==> src/rtl/blk_cla_pkg.sv <==
package blk_cla_pkg;
    localparam int unsigned SLICE_W = 4;

    typedef struct packed {
        logic [SLICE_W-1:0] sum;
        logic               cout;
    } slice_res_t;
endpackage

==> src/rtl/blk_cla_gp.sv <==
module blk_cla_gp #(
    parameter int unsigned W = 4
) (
    input  logic [W-1:0] x_i,
    input  logic [W-1:0] y_i,
    output logic [W-1:0] gen_o,
    output logic [W-1:0] prop_o
);
    for (genvar k = 0; k < W; k++) begin : g_bit
        assign gen_o[k]  = x_i[k] & y_i[k];
        assign prop_o[k] = x_i[k] | y_i[k];
    end
endmodule

==> src/rtl/blk_cla_slice.sv <==
module blk_cla_slice
    import blk_cla_pkg::*;
(
    input  logic [SLICE_W-1:0] x_i,
    input  logic [SLICE_W-1:0] y_i,
    input  logic               c_i,
    output logic [SLICE_W-1:0] s_o,
    output logic               c_o
);
    logic [SLICE_W-1:0] gen_w;
    logic [SLICE_W-1:0] prop_w;
    logic [SLICE_W:0]   car_d;
    slice_res_t         res_d;

    blk_cla_gp #(.W(SLICE_W)) u_gp (
        .x_i   (x_i),
        .y_i   (y_i),
        .gen_o (gen_w),
        .prop_o(prop_w)
    );

    // Flat two-level carries: each carry is an OR of AND products.
    always_comb begin
        car_d[0] = c_i;
        for (int k = 1; k <= SLICE_W; k++) begin
            logic acc;
            logic term;
            term = c_i;
            for (int m = 0; m < k; m++) term = term & prop_w[m];
            acc = term;
            for (int j = 0; j < k; j++) begin
                logic prod;
                prod = gen_w[j];
                for (int m = j + 1; m < k; m++) prod = prod & prop_w[m];
                acc = acc | prod;
            end
            car_d[k] = acc;
        end
        res_d.sum  = x_i ^ y_i ^ car_d[SLICE_W-1:0];
        res_d.cout = car_d[SLICE_W];
    end

    assign s_o = res_d.sum;
    assign c_o = res_d.cout;

    always_comb begin
        for (int k = 0; k < SLICE_W; k++) begin
            a_r3_recurrence: assert (car_d[k+1] == (gen_w[k] | (prop_w[k] & car_d[k])))
                else $error("R3 flat carry %0d disagrees with recurrence", k + 1);
        end
        if (x_i[SLICE_W-1] & y_i[SLICE_W-1]) begin
            a_r4_top_generate: assert (c_o == 1'b1)
                else $error("R4 generating top bit did not force carry");
        end
        if (!(x_i[SLICE_W-1] | y_i[SLICE_W-1])) begin
            a_r6_top_kill: assert (c_o == 1'b0)
                else $error("R6 killing top bit did not clear carry");
        end
    end
endmodule

==> src/rtl/blk_cla_adder.sv <==
module blk_cla_adder
    import blk_cla_pkg::*;
#(
    parameter int unsigned WIDTH = 64
) (
    input  logic [WIDTH-1:0] a_i,
    input  logic [WIDTH-1:0] b_i,
    input  logic             cin_i,
    output logic [WIDTH-1:0] sum_o,
    output logic             cout_o
);
    localparam int unsigned NSLICE = WIDTH / SLICE_W;

    // width must split evenly into slices
    if ((WIDTH % SLICE_W) != 0 || WIDTH == 0) begin : g_bad_width
        $error("WIDTH must be a positive multiple of the slice width");
    end

    logic [NSLICE:0] chain_d;
    logic [WIDTH:0]  ref_d;

    assign chain_d[0] = cin_i;

    for (genvar s = 0; s < NSLICE; s++) begin : g_slice
        blk_cla_slice u_slice (
            .x_i(a_i[s*SLICE_W +: SLICE_W]),
            .y_i(b_i[s*SLICE_W +: SLICE_W]),
            .c_i(chain_d[s]),
            .s_o(sum_o[s*SLICE_W +: SLICE_W]),
            .c_o(chain_d[s+1])
        );
    end

    assign cout_o = chain_d[NSLICE];

    always_comb begin
        ref_d = {1'b0, a_i} + {1'b0, b_i} + {{WIDTH{1'b0}}, cin_i};
        a_r1_sum_matches: assert (sum_o == ref_d[WIDTH-1:0])
            else $error("R1 sum mismatch");
        a_r2_carry_matches: assert (cout_o == ref_d[WIDTH])
            else $error("R2 carry-out mismatch");
    end
endmodule

==> config.mk <==
export PLATFORM = sky130hd
export DESIGN_NAME = blk_cla_adder
export DESIGN_NICKNAME = d
export VERILOG_FILES = /design/src/rtl/blk_cla_pkg.sv /design/src/rtl/blk_cla_gp.sv /design/src/rtl/blk_cla_slice.sv /design/src/rtl/blk_cla_adder.sv
export SDC_FILE = /design/constraint.sdc
export NUM_CORES = 1
export LEC_CHECK = 0
export ABC_AREA = 1
export BUFFER_PORTS_ARGS = -buffer_cell sky130_fd_sc_hd__clkbuf_2
export CORE_MARGIN = 10
export CORE_UTILIZATION = 30
export DETAILED_ROUTE_END_ITERATION = 10
export PLACE_DENSITY_LB_ADDON = 0.15
export SYNTH_ARGS = -nofsm -noshare
export SYNTH_HDL_FRONTEND = slang
export SYNTH_SLANG_ARGS = --single-unit
==> constraint.sdc <==
create_clock -name vclk -period 19.98
set_input_delay 2.997 -clock vclk [all_inputs]
set_output_delay 2.997 -clock vclk [all_outputs]
set_load 0.1 [all_outputs]
# Word level (Yosys, flattened, before mapping)
# Cells that the tools add are included.
# classes
n_addsub	0
multipliers	0
n_div	0
order_cmp	0
eq_ne	0
n_shift	0
mux	0
bitwise	480
n_reduce_logical	0
# ops
op	n
$and A1 B1 Y1	224
$or A1 B1 Y1	224
$xor A4 B4 Y4	32
# word_totals
reg_bits	0
latchBits	0
ramBits	0
mem_bits_ro	0
input_bits	129
out_inout_bits	65
elab_cells	480
mem_count	0

# Longest topological paths before layout
# Gate-level depths: netlist of the first run.
# depth
word_depth	129
mapped_depth	97
depth_no_buf	97

# Cells and area by module
# A second synthesis of the first run with hierarchy kept.
# unflattened
cells_unflattened	720
hier_area_um2	3523.4
# modules_own_cells
mod	n_inst	cells_each	area_per_inst_um2	seq_area_each_um2
blk_cla_slice	16	25	145.1	0.0
blk_cla_gp	16	20	75.1	0.0

# Least setup slack after synthesis of the first run
# Ideal clock, no wire load.
# synth_path
path_kind	in2out
startpoint	in a_i[0]
endpoint	out sum_o[61]
t_arrival_ns	9.998
required_time_ns	16.983
setup_slack_ns	6.985
path_stages	93
path_buffers	0
cell_sequence	inv_1 ha_1 nor2_4 nand3_1 nand4_2 nand2_2 nand2_2 nand2_2 nand2_2 nand2_2 nand2_2 nand2_2 nand2_2 nand2_2 nand2_2 nand2_2 nand2_2 nand2_2 [... 57 more ...] nand2_2 nand2_2 nand2_2 nand2_2 nand2_2 nand2_2 nand2_2 nand2_2 nand2_2 nand2_2 nand2_2 nand2_2 nand2_2 nand2_2 nand2_2 nand2_2 fa_1 xor2_1
# synth_between
elab_chain_cells	124
elab_cells_between_ends	128
classes_between	bitwise: 128
# synth_rtl
element	line_no	source
start, declared	blk_cla_adder.sv:6	input logic [WIDTH-1:0] a_i,
$or A1 B1 Y1	blk_cla_gp.sv:11	assign prop_o[k] = x_i[k] | y_i[k];
$and A1 B1 Y1 (4 in series)	blk_cla_slice.sv:29	for (int m = 0; m < k; m++) term = term & prop_w[m];
$or A1 B1 Y1 * (4 in series)	blk_cla_slice.sv:35	acc = acc | prod;
$and A1 B1 Y1 * (4 in series)	blk_cla_slice.sv:29	
$or A1 B1 Y1 * (4 in series)	blk_cla_slice.sv:35	
$and A1 B1 Y1 * (4 in series)	blk_cla_slice.sv:29	
$or A1 B1 Y1 * (4 in series)	blk_cla_slice.sv:35	
$and A1 B1 Y1 * (4 in series)	blk_cla_slice.sv:29	
[... 72 more ...]	--	
$or A1 B1 Y1 * (4 in series)	blk_cla_slice.sv:35	
$and A1 B1 Y1 * (4 in series)	blk_cla_slice.sv:29	
$or A1 B1 Y1 * (4 in series)	blk_cla_slice.sv:35	
$and A1 B1 Y1 * (4 in series)	blk_cla_slice.sv:29	
$or A1 B1 Y1 * (4 in series)	blk_cla_slice.sv:35	
$and A1 B1 Y1 *	blk_cla_slice.sv:29	
$or A1 B1 Y1 *	blk_cla_slice.sv:35	
$xor A4 B4 Y4 *	blk_cla_slice.sv:39	res_d.sum = x_i ^ y_i ^ car_d[SLICE_W-1:0];
end, declared	blk_cla_adder.sv:9	output logic [WIDTH-1:0] sum_o,
# Mark *: on every way between the ends. The rest lies on a longest branch, timed or not.

# Final worst setup path of the first run
# layout_path
startpoint	in a_i[0]
endpoint	out sum_o[63]
# layout_between
elab_chain_cells	128
elab_cells_between_ends	132
classes_between	bitwise: 132
# layout_rtl
element	line_no
$or A1 B1 Y1	blk_cla_gp.sv:11
$and A1 B1 Y1 (4 in series)	blk_cla_slice.sv:29
$or A1 B1 Y1 * (4 in series)	blk_cla_slice.sv:35
$and A1 B1 Y1 * (4 in series)	blk_cla_slice.sv:29
$or A1 B1 Y1 * (4 in series)	blk_cla_slice.sv:35
$and A1 B1 Y1 * (4 in series)	blk_cla_slice.sv:29
$or A1 B1 Y1 * (4 in series)	blk_cla_slice.sv:35
$and A1 B1 Y1 * (4 in series)	blk_cla_slice.sv:29
[... 72 more ...]	--
$or A1 B1 Y1 * (4 in series)	blk_cla_slice.sv:35
$and A1 B1 Y1 * (4 in series)	blk_cla_slice.sv:29
$or A1 B1 Y1 * (4 in series)	blk_cla_slice.sv:35
$and A1 B1 Y1 * (4 in series)	blk_cla_slice.sv:29
$or A1 B1 Y1 * (4 in series)	blk_cla_slice.sv:35
$and A1 B1 Y1 * (3 in series)	blk_cla_slice.sv:29
$or A1 B1 Y1 * (3 in series)	blk_cla_slice.sv:35
$xor A4 B4 Y4 *	blk_cla_slice.sv:39
# Marked as above.

==> results of run 1 <==
## metrics by stage
step | hold WS (ns) | setup WS [ns] | utilization (%) | std cells
2_1_floorplan | 6.563 | 6.985 | - | 535
3_3_place_gp | 6.675 | 7.247 | 40.03 | 901
3_5_place_dp | 6.681 | 7.064 | 40.03 | 901
4_1_cts | 6.686 | 7.059 | 40.03 | 901
5_1_grt | 6.717 | 6.282 | 40.03 | 901
6_report | 6.679 | 7.241 | 40.03 | 901
## placed cells by master (no fill, tap or decap)
| cell type | instances |
|---|---|
| nand4_2 | 1 |
| xor2_1 | 45 |
| nand2_2 | 89 |
| nand3_1 | 3 |
| fa_1 | 16 |
| a21oi_1 | 15 |
| xnor2_1 | 2 |
| nor2_1 | 18 |
| inv_1 | 210 |
| nand2_1 | 6 |
| clkbuf_2 | 194 |
| nor2_4 | 1 |
| ha_1 | 128 |
| inv_2 | 1 |
## layout make-up
class	count	area share (%)
Multi-Input combinational cell	324	61.00
Timing Repair Buffer	194	19.14
Inverter	211	15.61
Tap cell	172	4.243
## routing by layer
metal | part of all wire, % | wire [um]
met1 | 38 | 3617
met2 | 52 | 4965
met3 | 8.4 | 797
met4 | 1.3 | 125
met5 | 0.074 | 7
## cells by family after synthesis
| kind of cell | Yosys count | share of synthesized area [%] |
|---|---|---|
| and+or+nand+nor | 118 | 17.64 |
| xor gates and xnor gates | 47 | 10.59 |
| adders and majority gates | 144 | 49.45 |
| buffers and inverters | 211 | 20.38 |
| AOI/OAI and AO/OA | 15 | 1.932 |
## path summary, 6_finish.rpt
kind	from	end	cells past startpoint
worst max-delay path	a_i[0]	sum_o[63]	99
worst min-delay path	b_i[5]	sum_o[5]	5
## power by group through the flow
stage	Clock (uW)	Combinational [uW]	Sequential (uW)
final	0	337	0
after global routing	0	358	0
after CTS	0	342	0
after detailed placement	0	341	0
after global placement	0	339	0
after floorplan	0	285	0
==> results.md, run 1 <==
- Status: finished clean
- Int Pwr: 58.78 uW
- Grt total ovfl: 0
- Fillers: 1366
- Core box area: 0.01267 mm2
- Via Count: 3467
- Met2 usage: 20.84%
- Worst path bufs/invs: 3
- Seq/Total Area, Yosys: 0%
- Synth top area share: 41.21%
- DP HPWL: 9489 um
- Vias in the first global route: 3851
- # Max-Cap Violations: 0
- Vias per inst: 3.848
- Startpoint Class: primary input
- Critical path arrival: 9.74 ns
- Total power: 337.0 uW
- Cell Area, Placed: 0.005072 mm2
- Post-Syn Area: 0.003886 mm2
- Detailed Route Iter0 Violations: 40
- DIE HEIGHT: 133.8 um
- Clock buf count: 0
- RSZ-0062 raised after global routing: false
- Gr busiest metal: met2
- Fin crit period: 12.74 ns
- Std cell rows: 41
- First-pass GRT wire length: 16450 um
- Sequential cell count: 0
- Setup_tns: 0 ns
- Top delay family on crit path: simple AND/OR/NAND/NOR gates
- PwrDens: 66.45 mW/mm2
- CP max FO: 2
- First-pass detailed-route iteration total: 4
- Final worst path period share: 63.76%
- Most frequent cells after synthesis: inv_1, ha_1, nand2_2, xor2_1, nor2_1
- Max Slew Vio Count: 0
- Req. time, crit path: 16.98 ns
- Synth top area cells: ha_1, inv_1, nand2_2
- Reg area: 0 um2
- Combinational power share: 100.0%
- Sw Share: 82.56%
- Post-CTS Hold Buffers: 0
- Final Setup Violations: 0
- Lkg Pwr: 0.003416 uW
- VDD IR max: 0.04525 mV
- Ports: 194
- Layout area overhead: 30.52%
- Sw Pwr: 278.3 uW
- Initial antenna violation count: 1
- Hold Path Class: in -> out
- CTS resizes: 0
- Cell area after layout: 0.005072 mm2
- Average size of a mapped cell: 7.264 um2
- Cell with the most instances after synthesis: inv_1
- PortBufs: 194
- Clk network pwr share: 0%
- Most frequent CP cell: nand2_2
- Slew @ Worst Pin: 0.5723 ns
- Synth area leader: ha_1
- Final antenna-violating net count: 0
- Layout cell share with drive strength beyond 1: 39.23%
- Crit Path Category: in -> out
- Syn Nets: 808
- Area of the multi-input gates: 0.003094 mm2
- CP Capture Type: output port
- Final hold violations: 0
- Post-Route WL: 9512 um
- Reg power frac: 0%
- Post-CTS setup buffers: 0
- Mapped Cells: 535
- YS warnings: 0
- GPL Wtd Cong: 0.7715
- Met1 Track Usage GR: 10.73%
- Largest net degree at the start of global routing: 4
- Nets@finish: 1004
- Die width: 133.8 um
- Slew margin rel.: 62.01%
- Residual DRC count: 0
- Wire per inst: 10.56 um
- Initial Util: 30.67%
- Ant diodes: 0
- M3 GR Usage: 3.099%
- Worst path slowest cell: clkbuf_2
- Achievable Freq: 78.50 MHz
- Global-route usage over all layers: 10.46%
- CP peak stage delay: 0.45 ns
- Die Area: 0.01791 mm2
- Cell variety after synth: 13
No activity file was read; power rests on OpenSTA's default activity.
==> run 2, diff against run 1 <==
==> constraint.sdc (replaced) <==
create_clock -name vclk -period 10.6
set_input_delay 1.59 -clock vclk [all_inputs]
set_output_delay 1.59 -clock vclk [all_outputs]
set_load 0.1 [all_outputs]
==> run 2 against run 1 <==
Effect of this change: combinational power up 92%; design area up 1.9%; non-clock buffer count up 4; highest routed layer is now met4; sequential cell count unchanged; worst setup slack worse by 6.4 ns.
==> results.md, run 2 (same netlist as run 1, synthesis figures left out) <==
- Final Setup Violations: 0 (unchanged)
- Vias in the first global route: 3718 (-3.5%)
- Fillers: 1390 (+1.8%)
- Startpoint Class: primary input
- CP max FO: 2 (unchanged)
- Met2 usage: 20.18% (-0.66 points)
- Achievable Freq: 102.5 MHz
- CP peak stage delay: 0.46 ns (about the same)
- Reg area: 0 um2 (unchanged)
- CP Capture Type: output port
- VDD IR max: 0.09433 mV (+110%)
- PortBufs: 194 (unchanged)
- GPL Wtd Cong: 0.7712 (about the same)
- Largest net degree at the start of global routing: 4 (unchanged)
- Clock buf count: 0 (unchanged)
- Wire per inst: 10.48 um (-0.69%)
- Hold Path Class: in -> out
- Fin crit period: 9.753 ns
- Detailed Route Iter0 Violations: 25 (-38%)
- Nets@finish: 1008 (+0.40%)
- Std cell rows: 41 (unchanged)
- Worst setup margin: 0.8468 ns (-6.394 ns)
- Global-route usage over all layers: 10.10% (-0.36 points)
- Initial Util: 30.67% (unchanged)
- RSZ-0062 raised after global routing: false
- M3 GR Usage: 2.726% (-0.37 points)
- Final antenna-violating net count: 0 (unchanged)
- Setup_tns: 0 ns (unchanged)
- Final worst path period share: 92.01%
- Layout area overhead: 32.94%
- Final Util: 40.77% (+0.74 points)
- Post-CTS Hold Buffers: 0 (unchanged)
- Post-Route WL: 9488 um (-0.25%)
- Initial antenna violation count: 0 (-1)
- Max Slew Vio Count: 0 (unchanged)
- Slew @ Worst Pin: 0.5850 ns (+0.01272 ns)
- Req. time, crit path: 9.01 ns (-7.97 ns)
- WHS Path Cells: 3 (-2)
- Sequential cell count: 0 (unchanged)
- Lkg Pwr: 0.003453 uW (+1.1%)
- First-pass detailed-route iteration total: 4 (unchanged)
- Vias per inst: 3.878 (+0.79%)
- Die Area: 0.01791 mm2 (unchanged)
- DP HPWL: 9321 um (-1.8%)
- Residual DRC count: 0 (unchanged)
- # Max-Cap Violations: 0 (unchanged)
- Critical Path End: sum_o[60]
- Ant diodes: 0 (unchanged)
- Slew margin rel.: 61.17% (-0.84 points)
- Final cell count without fillers: 905 (+0.44%)
- Worst path slowest cell: fa_2
- Met1 Track Usage GR: 10.56% (-0.17 points)
- Die width: 133.8 um (unchanged)
- DIE HEIGHT: 133.8 um (unchanged)
- Final hold violations: 0 (unchanged)
- PwrDens: 125.2 mW/mm2 (+88%)
- Via Count: 3510 (+1.2%)
- Commonest non-fill, non-tap cell in the layout: inv_1
- Most frequent CP cell: nand2_2
- Layout cell share with drive strength beyond 1: 40.25% (+1.0 points)
- Core box area: 0.01267 mm2 (unchanged)
- Critical path arrival: 8.16 ns (-1.58 ns)
- Status: finished clean
- Ports: 194 (unchanged)
- DP Cell Count: 901 (unchanged)
- DP Worst Slack: 0.4972 ns (-6.567 ns)
- First-pass GRT wire length: 15930 um (-3.2%)
- Grt total ovfl: 0 (unchanged)
- Crit Path Category: in -> out
- Critical Path Source: a_i[0]
- Gr busiest metal: met2
- Most frequent cells in the layout: inv_1, clkbuf_2, ha_1, nand2_2, xor2_1
-- run 2: area by class of cell --
type	count	area, um2	share of cell area (%)
timing repair buffer	198	1037	20.08
inverter	211	792.0	15.33
tap	172	215.2	4.166
multi-input combinational	324	3122	60.43
-- run 2: through the flow --
step	hold slack, ns	total power (uW)	cell area (um2)
finish	3.711	646.6	5166
global route	3.740	684.5	5166
CTS	3.869	643.9	5072
detailed placement	3.866	642.0	5072
global placement	3.862	639.7	5072
floorplan	3.749	538.1	3886
-- run 2: power by group --
part | switching, uW | internal [uW]
combinational | 527 | 120
sequential | 0 | 0
clock | 0 | 0
total | 527 | 120
-- run 2: worst max-delay path: cells and delay by family --
family | cells | cell delay [ns]
adders and majority gates | 2 | 0.66
buffers and inverters | 3 | 0.34
and+or+nand+nor | 89 | 5.54
-- run 2: worst min path at each step --
stage / start / to / slack (ns)
floorplan: cin_i / sum_o[0] / 3.75
finish: b_i[60] / sum_o[60] / 3.71
CTS: b_i[5] / sum_o[5] / 3.87
global placement: b_i[47] / sum_o[47] / 3.86
global route: b_i[60] / sum_o[60] / 3.74
detailed placement: b_i[41] / sum_o[41] / 3.87
-- run 2: what timing repair did --
item,CTS,global route
setup buffers,0,4
resized for setup,0,28
endpoints found under the setup margin,0,5
-- run 2: per-layer routing --
layer	vias up	share of wire [%]
met2	92	53
met3	4	7.4
met4	0	0.91
met5	-	0
li1	1869	-
met1	1545	39
